--- src/rtl/pcrel_pkg.sv ---
package pcrel_pkg;
  typedef enum logic [2:0] {
    OP_ADDPC,
    OP_LWS,
    OP_LWU,
    OP_AUPC,
    OP_ALUPC,
    OP_LD,
    OP_RSVD
  } pcrel_op_e;

  localparam int REG_W = 5;
  localparam logic [5:0] PCREL_MAJOR = 6'h3B;
endpackage

--- src/rtl/pcrel_decode.sv ---
module pcrel_decode
  import pcrel_pkg::*;
#(
  parameter logic [5:0] MAJOR = PCREL_MAJOR
) (
  input  logic [15:0]      instr_hi,
  input  logic             mode64,
  output pcrel_op_e        op,
  output logic [REG_W-1:0] rd
);
  logic [5:0] major;
  logic [4:0] sel5;
  logic [1:0] sel2;
  logic [2:0] sel3;

  assign major = instr_hi[15:10];
  assign rd    = instr_hi[9:5];
  assign sel5  = instr_hi[4:0];
  assign sel2  = sel5[4:3];
  assign sel3  = sel5[4:2];

  // narrow selector wins; value 3 falls through to the wide selectors
  always_comb begin
    op = OP_RSVD;
    if (major == MAJOR) begin
      case (sel2)
        2'd0: op = OP_ADDPC;
        2'd1: op = OP_LWS;
        2'd2: op = mode64 ? OP_LWU : OP_RSVD;
        default: begin
          if (sel5 == 5'h1E)                  op = OP_AUPC;
          else if (sel5 == 5'h1F)             op = OP_ALUPC;
          else if (sel3 == 3'b110 && mode64)  op = OP_LD;
          else                                op = OP_RSVD;
        end
      endcase
    end
  end
endmodule

--- src/rtl/pcrel_addr.sv ---
module pcrel_addr
  import pcrel_pkg::*;
#(
  parameter int XLEN = 64
) (
  input  pcrel_op_e        op,
  input  logic [18:0]      imm,
  input  logic [XLEN-1:0]  pc,
  output logic [XLEN-1:0]  value
);
  localparam int EXT19 = XLEN - 21;
  localparam int EXT16 = XLEN - 32;
  localparam int EXT18 = XLEN - 21;

  logic [XLEN-1:0] off_word;
  logic [XLEN-1:0] off_upper;
  logic [XLEN-1:0] off_dword;
  logic [XLEN-1:0] pc_dalign;
  logic [XLEN-1:0] upper_sum;

  assign off_word  = {{EXT19{imm[18]}}, imm[18:0], 2'b00};
  assign off_upper = {{EXT16{imm[15]}}, imm[15:0], 16'h0000};
  assign off_dword = {{EXT18{imm[17]}}, imm[17:0], 3'b000};
  assign pc_dalign = {pc[XLEN-1:3], 3'b000};
  assign upper_sum = pc + off_upper;

  always_comb begin
    case (op)
      OP_ADDPC, OP_LWS, OP_LWU: value = pc + off_word;
      OP_AUPC:                  value = upper_sum;
      OP_ALUPC:                 value = {upper_sum[XLEN-1:16], 16'h0000};
      OP_LD:                    value = pc_dalign + off_dword;
      default:                  value = '0;
    endcase
  end
endmodule

--- src/rtl/pcrel_unit.sv ---
module pcrel_unit
  import pcrel_pkg::*;
#(
  parameter int XLEN = 64
) (
  input  logic             clk,
  input  logic             rst_n,
  input  logic             mode64,
  input  logic             in_valid,
  output logic             in_ready,
  input  logic [31:0]      in_instr,
  input  logic [XLEN-1:0]  in_pc,
  output logic             wr_valid,
  output logic [4:0]       wr_idx,
  output logic [XLEN-1:0]  wr_data,
  output logic             ld_valid,
  input  logic             ld_ready,
  output logic [XLEN-1:0]  ld_addr,
  output logic             ld_dword,
  output logic             ld_signed,
  output logic [4:0]       ld_dest,
  output logic             exc_valid
);
  pcrel_op_e        op;
  logic [REG_W-1:0] rd;
  logic [XLEN-1:0]  value;
  logic             accept;
  logic             is_load;

  pcrel_decode #(.MAJOR(PCREL_MAJOR)) u_dec (
    .instr_hi (in_instr[31:16]),
    .mode64   (mode64),
    .op       (op),
    .rd       (rd)
  );

  pcrel_addr #(.XLEN(XLEN)) u_addr (
    .op    (op),
    .imm   (in_instr[18:0]),
    .pc    (in_pc),
    .value (value)
  );

  assign in_ready = rst_n && (!ld_valid || ld_ready);
  assign accept   = in_valid && in_ready;
  assign is_load  = (op == OP_LWS) || (op == OP_LWU) || (op == OP_LD);

  always_ff @(posedge clk) begin
    if (!rst_n) begin
      wr_valid  <= 1'b0;
      wr_idx    <= '0;
      wr_data   <= '0;
      ld_valid  <= 1'b0;
      ld_addr   <= '0;
      ld_dword  <= 1'b0;
      ld_signed <= 1'b0;
      ld_dest   <= '0;
      exc_valid <= 1'b0;
    end else begin
      wr_valid  <= 1'b0;
      exc_valid <= 1'b0;
      if (ld_valid && ld_ready) ld_valid <= 1'b0;
      if (accept) begin
        if (op == OP_RSVD) begin
          exc_valid <= 1'b1;
        end else if (is_load) begin
          ld_valid  <= 1'b1;
          ld_addr   <= value;
          ld_dword  <= (op == OP_LD);
          ld_signed <= (op == OP_LWS);
          ld_dest   <= rd;
        end else if (rd != '0) begin
          wr_valid  <= 1'b1;
          wr_idx    <= rd;
          wr_data   <= value;
        end
      end
    end
  end

  AST_FOREIGN_EXC: assert property (@(posedge clk) disable iff (!rst_n)
    (accept && in_instr[31:26] != PCREL_MAJOR) |=> exc_valid);
  AST_LD_ALIGN: assert property (@(posedge clk) disable iff (!rst_n)
    (ld_valid && ld_dword) |-> (ld_addr[2:0] == 3'b000));
  AST_WR_NONZERO: assert property (@(posedge clk) disable iff (!rst_n)
    wr_valid |-> (wr_idx != '0));
  AST_LD_HOLD: assert property (@(posedge clk) disable iff (!rst_n)
    (ld_valid && !ld_ready) |=> (ld_valid && $stable(ld_addr) && $stable(ld_dest)
                                 && $stable(ld_dword) && $stable(ld_signed)));
  AST_BUSY_BLOCKS: assert property (@(posedge clk) disable iff (!rst_n)
    (ld_valid && !ld_ready) |-> !in_ready);
  AST_ONE_RESULT: assert property (@(posedge clk) disable iff (!rst_n)
    $onehot0({wr_valid, ld_valid, exc_valid}));
endmodule

--- config.mk ---
export PLATFORM = sky130hd
export DESIGN_NAME = pcrel_unit
export DESIGN_NICKNAME = d
export VERILOG_FILES = /design/src/rtl/pcrel_pkg.sv /design/src/rtl/pcrel_decode.sv /design/src/rtl/pcrel_addr.sv /design/src/rtl/pcrel_unit.sv
export SDC_FILE = /design/constraint.sdc
export NUM_CORES = 1
export LEC_CHECK = 0
export BUFFER_PORTS_ARGS = -buffer_cell sky130_fd_sc_hd__clkbuf_2
export CAP_MARGIN = 15
export CORE_MARGIN = 1.5
export CORE_UTILIZATION = 53
export CTS_CLUSTER_SIZE = 16
export DETAILED_ROUTE_END_ITERATION = 7
export HOLD_SLACK_MARGIN = 0.1
export PLACE_DENSITY = 0.78
export SLEW_MARGIN = 10
export SYNTH_ARGS = -nofsm -noshare
export SYNTH_HDL_FRONTEND = slang
export SYNTH_SLANG_ARGS = --single-unit
--- constraint.sdc ---
create_clock -name clk -period 2.9 [get_ports clk]
set_input_delay 0.145 -clock clk [delete_from_list [all_inputs] [get_ports clk]]
set_output_delay 0.145 -clock clk [all_outputs]
set_load 0.005 [all_outputs]
==> results.cfg <==
[detailed_routing]
dr.pass1.iters = 6
drt_iter0_drc = 2845
drt-total-wl_um = 74840
wl_per_cell_um = 22.31
avgViaCountPerCell = 6.423
final_antenna_net_count = 0
num_vias = 21540
drc = 0

[die]
die-area_mm2 = 0.03046
die_w_um = 174.5
start_util_pct = 54.05
fp.dieH_um = 174.5
rows = 62
num_io_pins = 245
core-area_mm2 = 0.02886

[worst_hold_path]
hp-start = in_valid
holdCritPathClass = input pin to flip-flop

[sta]
fin_crit_sh_pct = 100.8
relSlewSlack_pct = 49.60
period_needed_ps = 2922
setup_viol = 3
final.setup_skew_ps = 9.831
worst_pin_slew_ps = 756.0
setup_ws_ps = -21.99
max_freq_mhz = 342.2
maxSlewViolCount = 0
hold_viol = 0

[critical_path]
endpoint = ld_addr[61]
r2r_end = wr_data[15]
rrSetupSlack_ps = 630
end_kind = flip-flop
reg2reg_depth = 9
crit_arrival_ps = 3280
critPathMaxFanout = 5
crit_required_ps = 3260
reg2reg_from = ld_valid
crit_start = in_instr[3]
start_kind = input pin
crit_type = input pin to flip-flop

[logic_synthesis]
yosysWarnings = 0
ys_seq_elements = 143
syn_avg_cell_area_um2 = 7.217
synth-main-ff-cell = dfxtp_1
async_reset_ff_share_pct = 0
synth_top_area_share_pct = 18.36
synth_largest_area_cell = dfxtp_1
synth_edf_count = 0
synth_cell_types = 83
synth.most_common_cell = a21oi_1
syn-cell-area_mm2 = 0.01560
synth_area_leaders = dfxtp_1 18%, ha_1 13%, a21oi_1 8.8%, o21ai_0 6.0%, xnor2_1 5.6%
synth_cells = 2161
syn_nets = 2433
synthTopCellsByCount = 275 x a21oi_1, 197 x nor2_1, 191 x nand2_1, 186 x o21ai_0, 168 x ha_1
ys_seq_area_share_pct = 18.36

[global_routing]
antenna_found_initial = 5
grt_overflow = 0
grt_pass1_wl_um = 109900
grt_pass1_vias = 20070
grt_usage_pct = 46.19
grt_max_degree = 59

[final_layout]
final_core_util_pct = 81.04
layout-drive-gt1-share_pct = 35.85
area_delta_synth_final_pct = 49.95
fillCellCount = 2021
fin_nets = 3227
finalNonFillerCells = 3354

[placement]
globalplace.congestion = 1.086
port_buffers = 244
dp.cells = 3297
hpwlAfterDp_um = 58020

[outcome]
status = complete, but fails checks
violations = negative setup slack

[job]
drv_cap = 0

[cts]
clk_pin_slew_ps = 70
cts_max_level = 4
clk_path_buf_depth = 2
cts.sinks = 143
numCtsBuffers = 17
cts_tree = yes
cts_root_buffer = clkbuf_16
clock_latency_ps = 440

[power]
powerDensity_mw_per_mm2 = 361.1
max-vdd-ir-drop_v = 0.0006137
leakagePower_uw = 0.01082
## metal layers
metal  global-route usage [%]  vias up  share of wire [%]
met2                    71.41     1557                 42
li1                         -     9701                  -
met5                        0        -              0.068
met1                    60.62     9944                 39
met4                    21.87        6                5.4
met3                    10.72      334                 13
## final cells by class
cell class	instances	area, um2	share of cell area [%]
Multi-Input combinational cell	1835	12800	54.73
Timing Repair Buffer	898	6389	27.32
Sequential cell	143	2863	12.24
Tap cell	384	480.5	2.054
Clock buffer	22	464.2	1.985
Inverter	60	226.5	0.9684
Clock inverter	10	160.2	0.6848
Antenna cell	2	5.005	0.02140
## power breakdown
part | internal [uW] | switching, uW
Sequential | 1970 | 3.78
Combinational | 1940 | 2190
Clock | 1480 | 856
## worst min path at each step
stage | slack, ps | end | depth (start not counted)
floorplan | 280 | ld_dest[0] | 2
global placement | 410 | ld_dest[3] | 3
detailed placement | 410 | ld_dest[3] | 3
CTS | 100 | exc_valid | 3
global route | 130 | exc_valid | 3
finish | 120 | exc_valid | 3
## kinds of logic (layout without fill, tap and decap cells)
family	after synthesis	count (layout)	synth area share [%]
AO/OA/AOI/OAI	878	878	35.71
multiplexers	5	5	0.3209
adder cells (fa/ha/maj)	171	171	13.86
XOR/XNOR	151	151	8.480
flip-flops	143	143	18.36
other	0	2	0
buffers and inverters	183	990	4.629
AND/OR/NAND/NOR	630	630	18.64
## what timing repair did
action,in CTS,in global routing
hold buffers,7,0
pin swaps,19,32
buffers inserted,2,14
gates resized for setup,34,134
hold endpoints to repair,12,0
endpoints found under the setup margin,53,115
## placed cells by master, fill, tap and decap left out, types with 11 or more instances in the layout
cell	count
a211oi_1	59
a21boi_0	14
a21o_1	71
a21oi_1	261
a21oi_2	12
a221oi_1	15
a22oi_1	11
a31oi_1	47
and2_1	14
and3_1	22
buf_12	16
buf_4	625
clkbuf_16	17
clkbuf_2	238
dfxtp_1	143
ha_1	151
ha_4	14
inv_1	58
nand2_1	190
nand2b_1	14
nand3_1	35
nand4_1	51
nor2_1	192
nor2b_1	11
nor3_1	41
o21a_1	16
o21ai_0	167
o21ai_1	20
o21bai_1	29
o22ai_1	14
xnor2_1	96
xor2_1	51
## critical path, stage by stage
cell      delay [ps]
clkbuf_2         160
ha_1             360
buf_4            160
o211ai_1         160
a21o_1           190
a311oi_4         140
or3_4            450
a21oi_4          130
buf_6            150
o41ai_2           80
buf_4            140
buf_4            140
a211oi_4         310
xnor2_1          220
nand2_1          120
a31oi_1          200
## flip-flops by register name, summed over array words and instances (netlist names)
signal     flops
wr_valid       1
ld_valid       1
ld_dword       1
ld_addr       64
ld_dest        5
exc_valid      1
ld_signed      1
wr_data       64
wr_idx         5
## stage by stage
step	total power (uW)	setup WS (ps)	setup TNS [ps]	cell area [um2]	hold slack (ps)
floorplan	3936	15.75	0	15610	281.0
global placement	5656	-665.2	-39890	21740	405.4
detailed placement	5733	-725.1	-49190	21760	406.4
CTS	8085	-12.44	-12.44	22630	101.8
global route	8754	-97.61	-721.6	23380	127.9
finish	8445	-21.99	-51.27	23390	116.3
Power figures use the tool's default switching activity.
